===== src/rtl/slowcal_pkg.sv =====
package slowcal_pkg;

  typedef enum logic [1:0] {
    SRC_MUXED    = 2'd0,
    SRC_RC_DIV   = 2'd1,
    SRC_XTAL_32K = 2'd2,
    SRC_RC_150K  = 2'd3
  } slow_src_e;

  localparam int unsigned NUM_SRC         = 4;
  localparam int unsigned TMO_SHIFT_LONG  = 12;
  localparam int unsigned TMO_SHIFT_SHORT = 10;

  typedef enum logic [1:0] {
    CTL_IDLE,
    CTL_MEAS,
    CTL_DIV
  } ctl_state_e;

  typedef enum logic [1:0] {
    WIN_IDLE,
    WIN_ALIGN,
    WIN_COUNT
  } win_state_e;

  // Shift applied to the slow-cycle count to form the timeout limit.
  function automatic int unsigned tmo_shift(input logic [1:0] sel);
    return (sel == SRC_RC_150K) ? TMO_SHIFT_SHORT : TMO_SHIFT_LONG;
  endfunction

endpackage


===== src/rtl/slowcal_edge_sync.sv =====
module slowcal_edge_sync #(
  parameter int STAGES = 2
) (
  input  logic clk,
  input  logic rst_n,
  input  logic async_i,
  output logic rise_o
);

  logic [STAGES-1:0] sync_q;
  logic              last_q;

  always_ff @(posedge clk) begin
    if (!rst_n) begin
      sync_q <= '0;
      last_q <= 1'b0;
    end else begin
      sync_q <= {sync_q[STAGES-2:0], async_i};
      last_q <= sync_q[STAGES-1];
    end
  end

  assign rise_o = sync_q[STAGES-1] & ~last_q;

  AST_RISE_SINGLE: assert property (@(posedge clk) disable iff (!rst_n)
    rise_o |=> !rise_o);

endmodule


===== src/rtl/slowcal_window.sv =====
module slowcal_window
  import slowcal_pkg::*;
#(
  parameter int CNT_W = 16,
  parameter int REF_W = 28
) (
  input  logic             clk,
  input  logic             rst_n,
  input  logic             arm_i,
  input  logic [CNT_W-1:0] cycles_i,
  input  logic [REF_W-1:0] limit_i,
  input  logic             edge_i,
  output logic             done_o,
  output logic             expired_o,
  output logic [REF_W-1:0] ref_cnt_o
);

  win_state_e       state_q;
  logic [CNT_W-1:0] n_q;
  logic [CNT_W-1:0] edges_q;
  logic [REF_W-1:0] lim_q;
  logic [REF_W-1:0] tmo_q;
  logic [REF_W-1:0] ref_q;
  logic             last_edge;
  logic             at_limit;

  assign last_edge = edge_i && ((edges_q + CNT_W'(1)) == n_q);
  assign at_limit  = (tmo_q == lim_q);

  always_ff @(posedge clk) begin
    if (!rst_n) begin
      state_q   <= WIN_IDLE;
      n_q       <= '0;
      edges_q   <= '0;
      lim_q     <= '0;
      tmo_q     <= '0;
      ref_q     <= '0;
      done_o    <= 1'b0;
      expired_o <= 1'b0;
    end else begin
      done_o    <= 1'b0;
      expired_o <= 1'b0;
      case (state_q)
        WIN_IDLE: begin
          if (arm_i) begin
            state_q <= WIN_ALIGN;
            n_q     <= cycles_i;
            lim_q   <= limit_i;
            tmo_q   <= '0;
          end
        end
        WIN_ALIGN: begin
          tmo_q <= tmo_q + REF_W'(1);
          if (at_limit) begin
            expired_o <= 1'b1;
            state_q   <= WIN_IDLE;
          end else if (edge_i) begin
            state_q <= WIN_COUNT;
            ref_q   <= '0;
            edges_q <= '0;
          end
        end
        WIN_COUNT: begin
          tmo_q <= tmo_q + REF_W'(1);
          ref_q <= ref_q + REF_W'(1);
          if (last_edge) begin
            done_o  <= 1'b1;
            state_q <= WIN_IDLE;
          end else if (at_limit) begin
            expired_o <= 1'b1;
            state_q   <= WIN_IDLE;
          end else if (edge_i) begin
            edges_q <= edges_q + CNT_W'(1);
          end
        end
        default: state_q <= WIN_IDLE;
      endcase
    end
  end

  assign ref_cnt_o = ref_q;

  AST_WIN_LIMIT: assert property (@(posedge clk) disable iff (!rst_n)
    (state_q != WIN_IDLE) |-> (tmo_q <= lim_q));
  AST_WIN_EXCLUSIVE: assert property (@(posedge clk) disable iff (!rst_n)
    !(done_o && expired_o));
  AST_WIN_REF_BOUND: assert property (@(posedge clk) disable iff (!rst_n)
    (state_q == WIN_COUNT) |-> (ref_q < tmo_q));

endmodule


===== src/rtl/slowcal_divider.sv =====
module slowcal_divider #(
  parameter int NUM_W = 47,
  parameter int DEN_W = 16
) (
  input  logic             clk,
  input  logic             rst_n,
  input  logic             start_i,
  input  logic [NUM_W-1:0] num_i,
  input  logic [DEN_W-1:0] den_i,
  output logic             valid_o,
  output logic [NUM_W-1:0] quo_o
);

  localparam int IT_W = $clog2(NUM_W + 1);

  logic [NUM_W-1:0] q_q;
  logic [DEN_W-1:0] rem_q;
  logic [IT_W-1:0]  it_q;
  logic             run_q;
  logic [DEN_W:0]   rem_sh;
  logic             fits;
  logic [DEN_W-1:0] rem_next;

  always_comb begin
    rem_sh   = {rem_q, q_q[NUM_W-1]};
    fits     = (rem_sh >= {1'b0, den_i});
    rem_next = fits ? DEN_W'(rem_sh - {1'b0, den_i}) : rem_sh[DEN_W-1:0];
  end

  always_ff @(posedge clk) begin
    if (!rst_n) begin
      q_q     <= '0;
      rem_q   <= '0;
      it_q    <= '0;
      run_q   <= 1'b0;
      valid_o <= 1'b0;
    end else begin
      valid_o <= 1'b0;
      if (start_i) begin
        q_q   <= num_i;
        rem_q <= '0;
        it_q  <= IT_W'(NUM_W);
        run_q <= 1'b1;
      end else if (run_q) begin
        rem_q <= rem_next;
        q_q   <= {q_q[NUM_W-2:0], fits};
        it_q  <= it_q - IT_W'(1);
        if (it_q == IT_W'(1)) begin
          run_q   <= 1'b0;
          valid_o <= 1'b1;
        end
      end
    end
  end

  assign quo_o = q_q;

  AST_DIV_VALID_PULSE: assert property (@(posedge clk) disable iff (!rst_n)
    valid_o |=> !valid_o);
  AST_DIV_REM_BELOW: assert property (@(posedge clk) disable iff (!rst_n)
    run_q |-> (rem_q < den_i));

endmodule


===== src/rtl/slowcal_top.sv =====
module slowcal_top
  import slowcal_pkg::*;
#(
  parameter int CNT_W       = 16,
  parameter int RATIO_W     = 32,
  parameter int FRAC_W      = 19,
  parameter int SYNC_STAGES = 2
) (
  input  logic               clk_ref,
  input  logic               rst_n,
  input  logic               slow_clk_mux_i,
  input  logic               slow_clk_rcd256_i,
  input  logic               slow_clk_x32k_i,
  input  logic               slow_clk_rc150k_i,
  input  logic [1:0]         src_sel_i,
  input  logic [CNT_W-1:0]   cycles_i,
  input  logic               start_i,
  output logic               busy_o,
  output logic               done_o,
  output logic               timeout_o,
  output logic [RATIO_W-1:0] ratio_o
);

  localparam int REF_W  = CNT_W + TMO_SHIFT_LONG;
  localparam int DIVN_W = REF_W + FRAC_W;

  logic [NUM_SRC-1:0] slow_vec;
  logic [NUM_SRC-1:0] rise_vec;
  logic               sel_edge;

  ctl_state_e         state_q;
  logic [1:0]         sel_q;
  logic [CNT_W-1:0]   cnt_q;
  logic               arm;
  logic [REF_W-1:0]   limit_w;
  logic               win_done;
  logic               win_expired;
  logic [REF_W-1:0]   win_ref;
  logic               div_valid;
  logic [DIVN_W-1:0]  div_quo;
  logic               quo_ovf;

  assign slow_vec = {slow_clk_rc150k_i, slow_clk_x32k_i, slow_clk_rcd256_i, slow_clk_mux_i};

  for (genvar gi = 0; gi < NUM_SRC; gi++) begin : g_sync
    slowcal_edge_sync #(
      .STAGES (SYNC_STAGES)
    ) u_sync (
      .clk     (clk_ref),
      .rst_n   (rst_n),
      .async_i (slow_vec[gi]),
      .rise_o  (rise_vec[gi])
    );
  end

  assign sel_edge = rise_vec[sel_q];
  assign arm      = (state_q == CTL_IDLE) && start_i && (cycles_i != '0);
  assign limit_w  = REF_W'(cycles_i) << tmo_shift(src_sel_i);

  slowcal_window #(
    .CNT_W (CNT_W),
    .REF_W (REF_W)
  ) u_window (
    .clk       (clk_ref),
    .rst_n     (rst_n),
    .arm_i     (arm),
    .cycles_i  (cycles_i),
    .limit_i   (limit_w),
    .edge_i    (sel_edge),
    .done_o    (win_done),
    .expired_o (win_expired),
    .ref_cnt_o (win_ref)
  );

  slowcal_divider #(
    .NUM_W (DIVN_W),
    .DEN_W (CNT_W)
  ) u_divider (
    .clk     (clk_ref),
    .rst_n   (rst_n),
    .start_i (win_done),
    .num_i   ({win_ref, {FRAC_W{1'b0}}}),
    .den_i   (cnt_q),
    .valid_o (div_valid),
    .quo_o   (div_quo)
  );

  assign quo_ovf = |div_quo[DIVN_W-1:RATIO_W];

  always_ff @(posedge clk_ref) begin
    if (!rst_n) begin
      state_q   <= CTL_IDLE;
      sel_q     <= '0;
      cnt_q     <= '0;
      done_o    <= 1'b0;
      timeout_o <= 1'b0;
      ratio_o   <= '0;
    end else begin
      done_o <= 1'b0;
      case (state_q)
        CTL_IDLE: begin
          if (start_i) begin
            sel_q     <= src_sel_i;
            cnt_q     <= cycles_i;
            timeout_o <= 1'b0;
            ratio_o   <= '0;
            if (cycles_i == '0) done_o  <= 1'b1;
            else                state_q <= CTL_MEAS;
          end
        end
        CTL_MEAS: begin
          if (win_done) begin
            state_q <= CTL_DIV;
          end else if (win_expired) begin
            timeout_o <= 1'b1;
            done_o    <= 1'b1;
            state_q   <= CTL_IDLE;
          end
        end
        CTL_DIV: begin
          if (div_valid) begin
            ratio_o <= quo_ovf ? {RATIO_W{1'b1}} : div_quo[RATIO_W-1:0];
            done_o  <= 1'b1;
            state_q <= CTL_IDLE;
          end
        end
        default: state_q <= CTL_IDLE;
      endcase
    end
  end

  assign busy_o = (state_q != CTL_IDLE);

  AST_DONE_NOT_BUSY: assert property (@(posedge clk_ref) disable iff (!rst_n)
    done_o |-> !busy_o);
  AST_TIMEOUT_ZERO: assert property (@(posedge clk_ref) disable iff (!rst_n)
    timeout_o |-> (ratio_o == '0));
  AST_ZERO_COUNT: assert property (@(posedge clk_ref) disable iff (!rst_n)
    (!busy_o && start_i && (cycles_i == '0)) |=> (done_o && !timeout_o && !busy_o));
  AST_CFG_HELD: assert property (@(posedge clk_ref) disable iff (!rst_n)
    (busy_o && $past(busy_o)) |-> ($stable(sel_q) && $stable(cnt_q)));
  AST_QUO_FITS: assert property (@(posedge clk_ref) disable iff (!rst_n)
    div_valid |-> !quo_ovf);

endmodule


===== config.mk =====
export PLATFORM = sky130hd
export DESIGN_NAME = slowcal_top
export DESIGN_NICKNAME = d
export VERILOG_FILES = /design/src/rtl/slowcal_pkg.sv /design/src/rtl/slowcal_edge_sync.sv /design/src/rtl/slowcal_window.sv /design/src/rtl/slowcal_divider.sv /design/src/rtl/slowcal_top.sv
export SDC_FILE = /design/constraint.sdc
export NUM_CORES = 1
export LEC_CHECK = 0
export BUFFER_PORTS_ARGS = -buffer_cell sky130_fd_sc_hd__buf_2
export CAP_MARGIN = 20
export CORE_AREA = 2 2 179 181
export CTS_BUF_LIST = sky130_fd_sc_hd__clkbuf_4 sky130_fd_sc_hd__clkbuf_8 sky130_fd_sc_hd__clkbuf_16
export DETAILED_ROUTE_END_ITERATION = 8
export DIE_AREA = 0 0 181 183
export PLACE_DENSITY = 0.68
export SLEW_MARGIN = 25
export SYNTH_ARGS = -nofsm -noshare
export SYNTH_HDL_FRONTEND = slang
export SYNTH_SLANG_ARGS = --single-unit

===== constraint.sdc =====
create_clock -name clk_ref -period 3.1 [get_ports clk_ref]
set_input_delay 0.31 -clock clk_ref [delete_from_list [all_inputs] [get_ports clk_ref]]
set_output_delay 0.31 -clock clk_ref [all_outputs]
set_load 0.05 [all_outputs]

==> results.json <==
{
  "wirelength_um": 29200,
  "die_w_um": 181,
  "syn_to_final_growth_pct": 15.5,
  "fin_crit_sh_pct": 95.3,
  "hold_path.class": "in -> reg",
  "worstMarginPinSlew_ns": 0.659,
  "synth-main-ff-cell": "dfxtp_1",
  "cts_max_level": 1,
  "ant_nets": 0,
  "fp.dieH_um": 183,
  "gp_congestion": 0.835,
  "grt_pass1_wl_um": 48500,
  "vias": 10300,
  "maxSlewHeadroom_pct": 55.7,
  "drv_slew": 0,
  "cts_buffers": 26,
  "grt_pass1_vias": 9791,
  "grt-busiest-layer": "met2",
  "leakage_nw": 5.48,
  "crit_required_ns": 3.55,
  "cts_tree": "built",
  "hold_viol_final": 0,
  "rsz0062_at_grt": "no",
  "cp_slowest_cell": "or4_4",
  "use_met1_pct": 23.1,
  "fin_area_um2": 14200,
  "finalSetupTns_ns": 0,
  "port_buffers": 59,
  "io_pins": 60,
  "post_dp_cell_area_um2": 13200,
  "root_buffer": "clkbuf_16",
  "drc_errors": 0,
  "clockBufferDepth": 3,
  "crit_top_cell": "or4_4",
  "fin_skew_ns": 0.0126,
  "path_cells": "nand4_4, or4_4, o2bb2ai_1, or4_4, nor4_4, buf_12, o311a_4, a21oi_1, o21ai_0",
  "crit_fanout": 12,
  "syn_inst": 1461,
  "vdd_ir_drop_max_v": 0.000262,
  "dp_slack_ns": 0.144,
  "drive_gt1_share_pct": 12.4,
  "power.density_nw_per_um2": 509,
  "final_cell_mix": "dfxtp_1, nand2_1, nor2_1",
  "yosysWarnings": 0,
  "end_kind": "flop",
  "max_freq_mhz": 339,
  "crit_family": "simple AND/OR/NAND/NOR gates",
  "core_um2": 31200,
  "fillers": 3054,
  "fin_nets": 1571,
  "grt_use_met2_pct": 29.1,
  "grtUsageTotal_pct": 17.3,
  "mostFrequentLayoutCell": "dfxtp_1",
  "totalPowerFinal_w": 0.00722,
  "syn_avg_cell_area_um2": 8.40,
  "drtIter0Drc": 850,
  "period_minus_slack_ns": 2.95,
  "drt_first_pass_iters": 5,
  "rows": 65,
  "arrival_ns": 3.40,
  "grtUsageMet3_pct": 2.30,
  "drv_cap": 0,
  "ys_ff_latch": 249,
  "routedWlPerCell_um": 15.0,
  "synth_fp_nets": 1512,
  "worst-path-buf-inv": 1,
  "grt_max_degree": 77,
  "outcome": "finished, final reports clean",
  "cp-start-kind": "flop",
  "critical_path_class": "reg -> reg",
  "synth_cell_types": 73,
  "setup_violations": 0,
  "whs_ns": 0.0978,
  "design.die.area_um2": 33100,
  "yosysSeqAreaShare_pct": 40.6,
  "hpwl_um": 20200,
  "cts.sinks": 249,
  "clkTransAtPathRegs_ns": 0.06,
  "syn_area_um2": 12300,
  "grt.overflow.total": 0,
  "start_util_pct": 39.3,
  "setup_ws_ns": 0.147,
  "synth-edff-count": 0,
  "clkLatencyLatePin_ns": 0.53,
  "cp_slowest_stage_delay_ns": 0.55,
  "grt_antenna_before_repair": 1,
  "async_flop_share_pct": 0,
  "viasPerCell": 5.30
}
[tightest hold or removal path: cells and delay by family]
family,cells,cell delay [ns]
compound gates,1,0.06
buf+inv,1,0.14
simple gates,1,0.06
[power by group]
part           switching, W  internal, W  total (W)  leakage [nW]
Sequential        0.0000499      0.00326    0.00331          2.02
Clock               0.00126      0.00197    0.00323         0.462
Combinational      0.000404     0.000276   0.000680          3.00
[sequential cells by signal, indices dropped and copies added (netlist names), 20 cells and up]
name,cells
ratio_o,32
u_window.lim_q,20
u_window.ref_cnt_o,28
u_window.tmo_q,28
u_divider.quo_o,47
[what timing repair did]
| item | 4_1_cts | 5_1_grt |
|---|---|---|
| endpoints found under the setup margin | 0 | 19 |
| endpoints found under the hold margin | 4 | 0 |
| resized for setup | 0 | 5 |
| setup buffers | 0 | 2 |
| hold buffers | 4 | 0 |
[per-stage QoR]
stage               cells  util [%]
floorplan            1461         -
global placement     1887      42.1
detailed placement   1887      42.1
CTS                  1939      45.2
global route         1943      45.4
finish               1943      45.4
[worst paths after layout]
| check | startpoint | end | slack (ns) | cells after the start |
|---|---|---|---|---|
| worst min-delay path | cycles_i[7] | u_window.n_q[7]$_SDFFE_PN0P_ | 0.1 | 3 |
| worst max register to register | u_window.edges_q[6]$_SDFFE_PN0P_ | u_window.edges_q[12]$_SDFFE_PN0P_ | 0.15 | 9 |
| worst max-delay path | u_window.edges_q[6]$_SDFFE_PN0P_ | u_window.edges_q[12]$_SDFFE_PN0P_ | 0.15 | 9 |
| worst min register to register | g_sync[1].u_sync.sync_q[0]$_SDFF_PN0_ | g_sync[1].u_sync.sync_q[1]$_SDFF_PN0_ | 0.43 | 1 |
[routing by layer]
layer	share of wire, %	wire length (um)	up-vias
met1	48	13900	4891
li1	-	-	5192
met3	3.9	1130	47
met4	2.2	656	0
met5	0	0	-
met2	46	13400	172
[cells in the mapped netlist (7+ instances only)]
library cell	count	area, um^2
a21boi_0	40	300
a21o_1	7	52.6
a21oi_1	74	370
and2_1	52	325
and3_1	12	75.1
and4_1	9	78.8
buf_1	7	26.3
clkbuf_1	70	263
dfxtp_1	249	4980
ha_1	25	313
inv_1	48	180
mux2i_1	60	601
nand2_1	182	683
nand2b_1	15	93.8
nand3_1	52	260
nand4_1	30	188
nor2_1	138	518
nor2b_1	8	50.1
nor3_1	20	100
nor3b_1	45	338
nor4_1	16	100
o2111ai_1	7	61.3
o211a_1	16	160
o21a_1	7	52.6
o21ai_0	73	365
or3_1	10	62.6
xnor2_1	66	578
xor2_1	32	280
[cell type report]
class	instances	area [um^2]	area share [%]
Antenna cell	1	2.50	0.0176
Multi-Input combinational cell	1079	6830	48.1
Inverter	48	180	1.27
Clock buffer	41	856	6.04
Sequential cell	249	4990	35.2
Tap cell	402	503	3.55
Clock inverter	7	62.6	0.441
Timing Repair Buffer	116	761	5.36
[cell families (layout without fill, tap and decap cells)]
| logic type | after synthesis | count (layout) | synth area share [%] |
|---|---|---|---|
| compound gates | 275 | 276 | 14.5 |
| xor+xnor | 98 | 98 | 6.99 |
| fa+ha+maj | 26 | 26 | 2.71 |
| buf+inv | 134 | 212 | 4.40 |
| flops | 249 | 249 | 40.6 |
| mux | 64 | 64 | 5.35 |
| other cells | 0 | 1 | 0 |
| simple gates | 615 | 615 | 25.4 |
(Power assumes the default switching activity.)
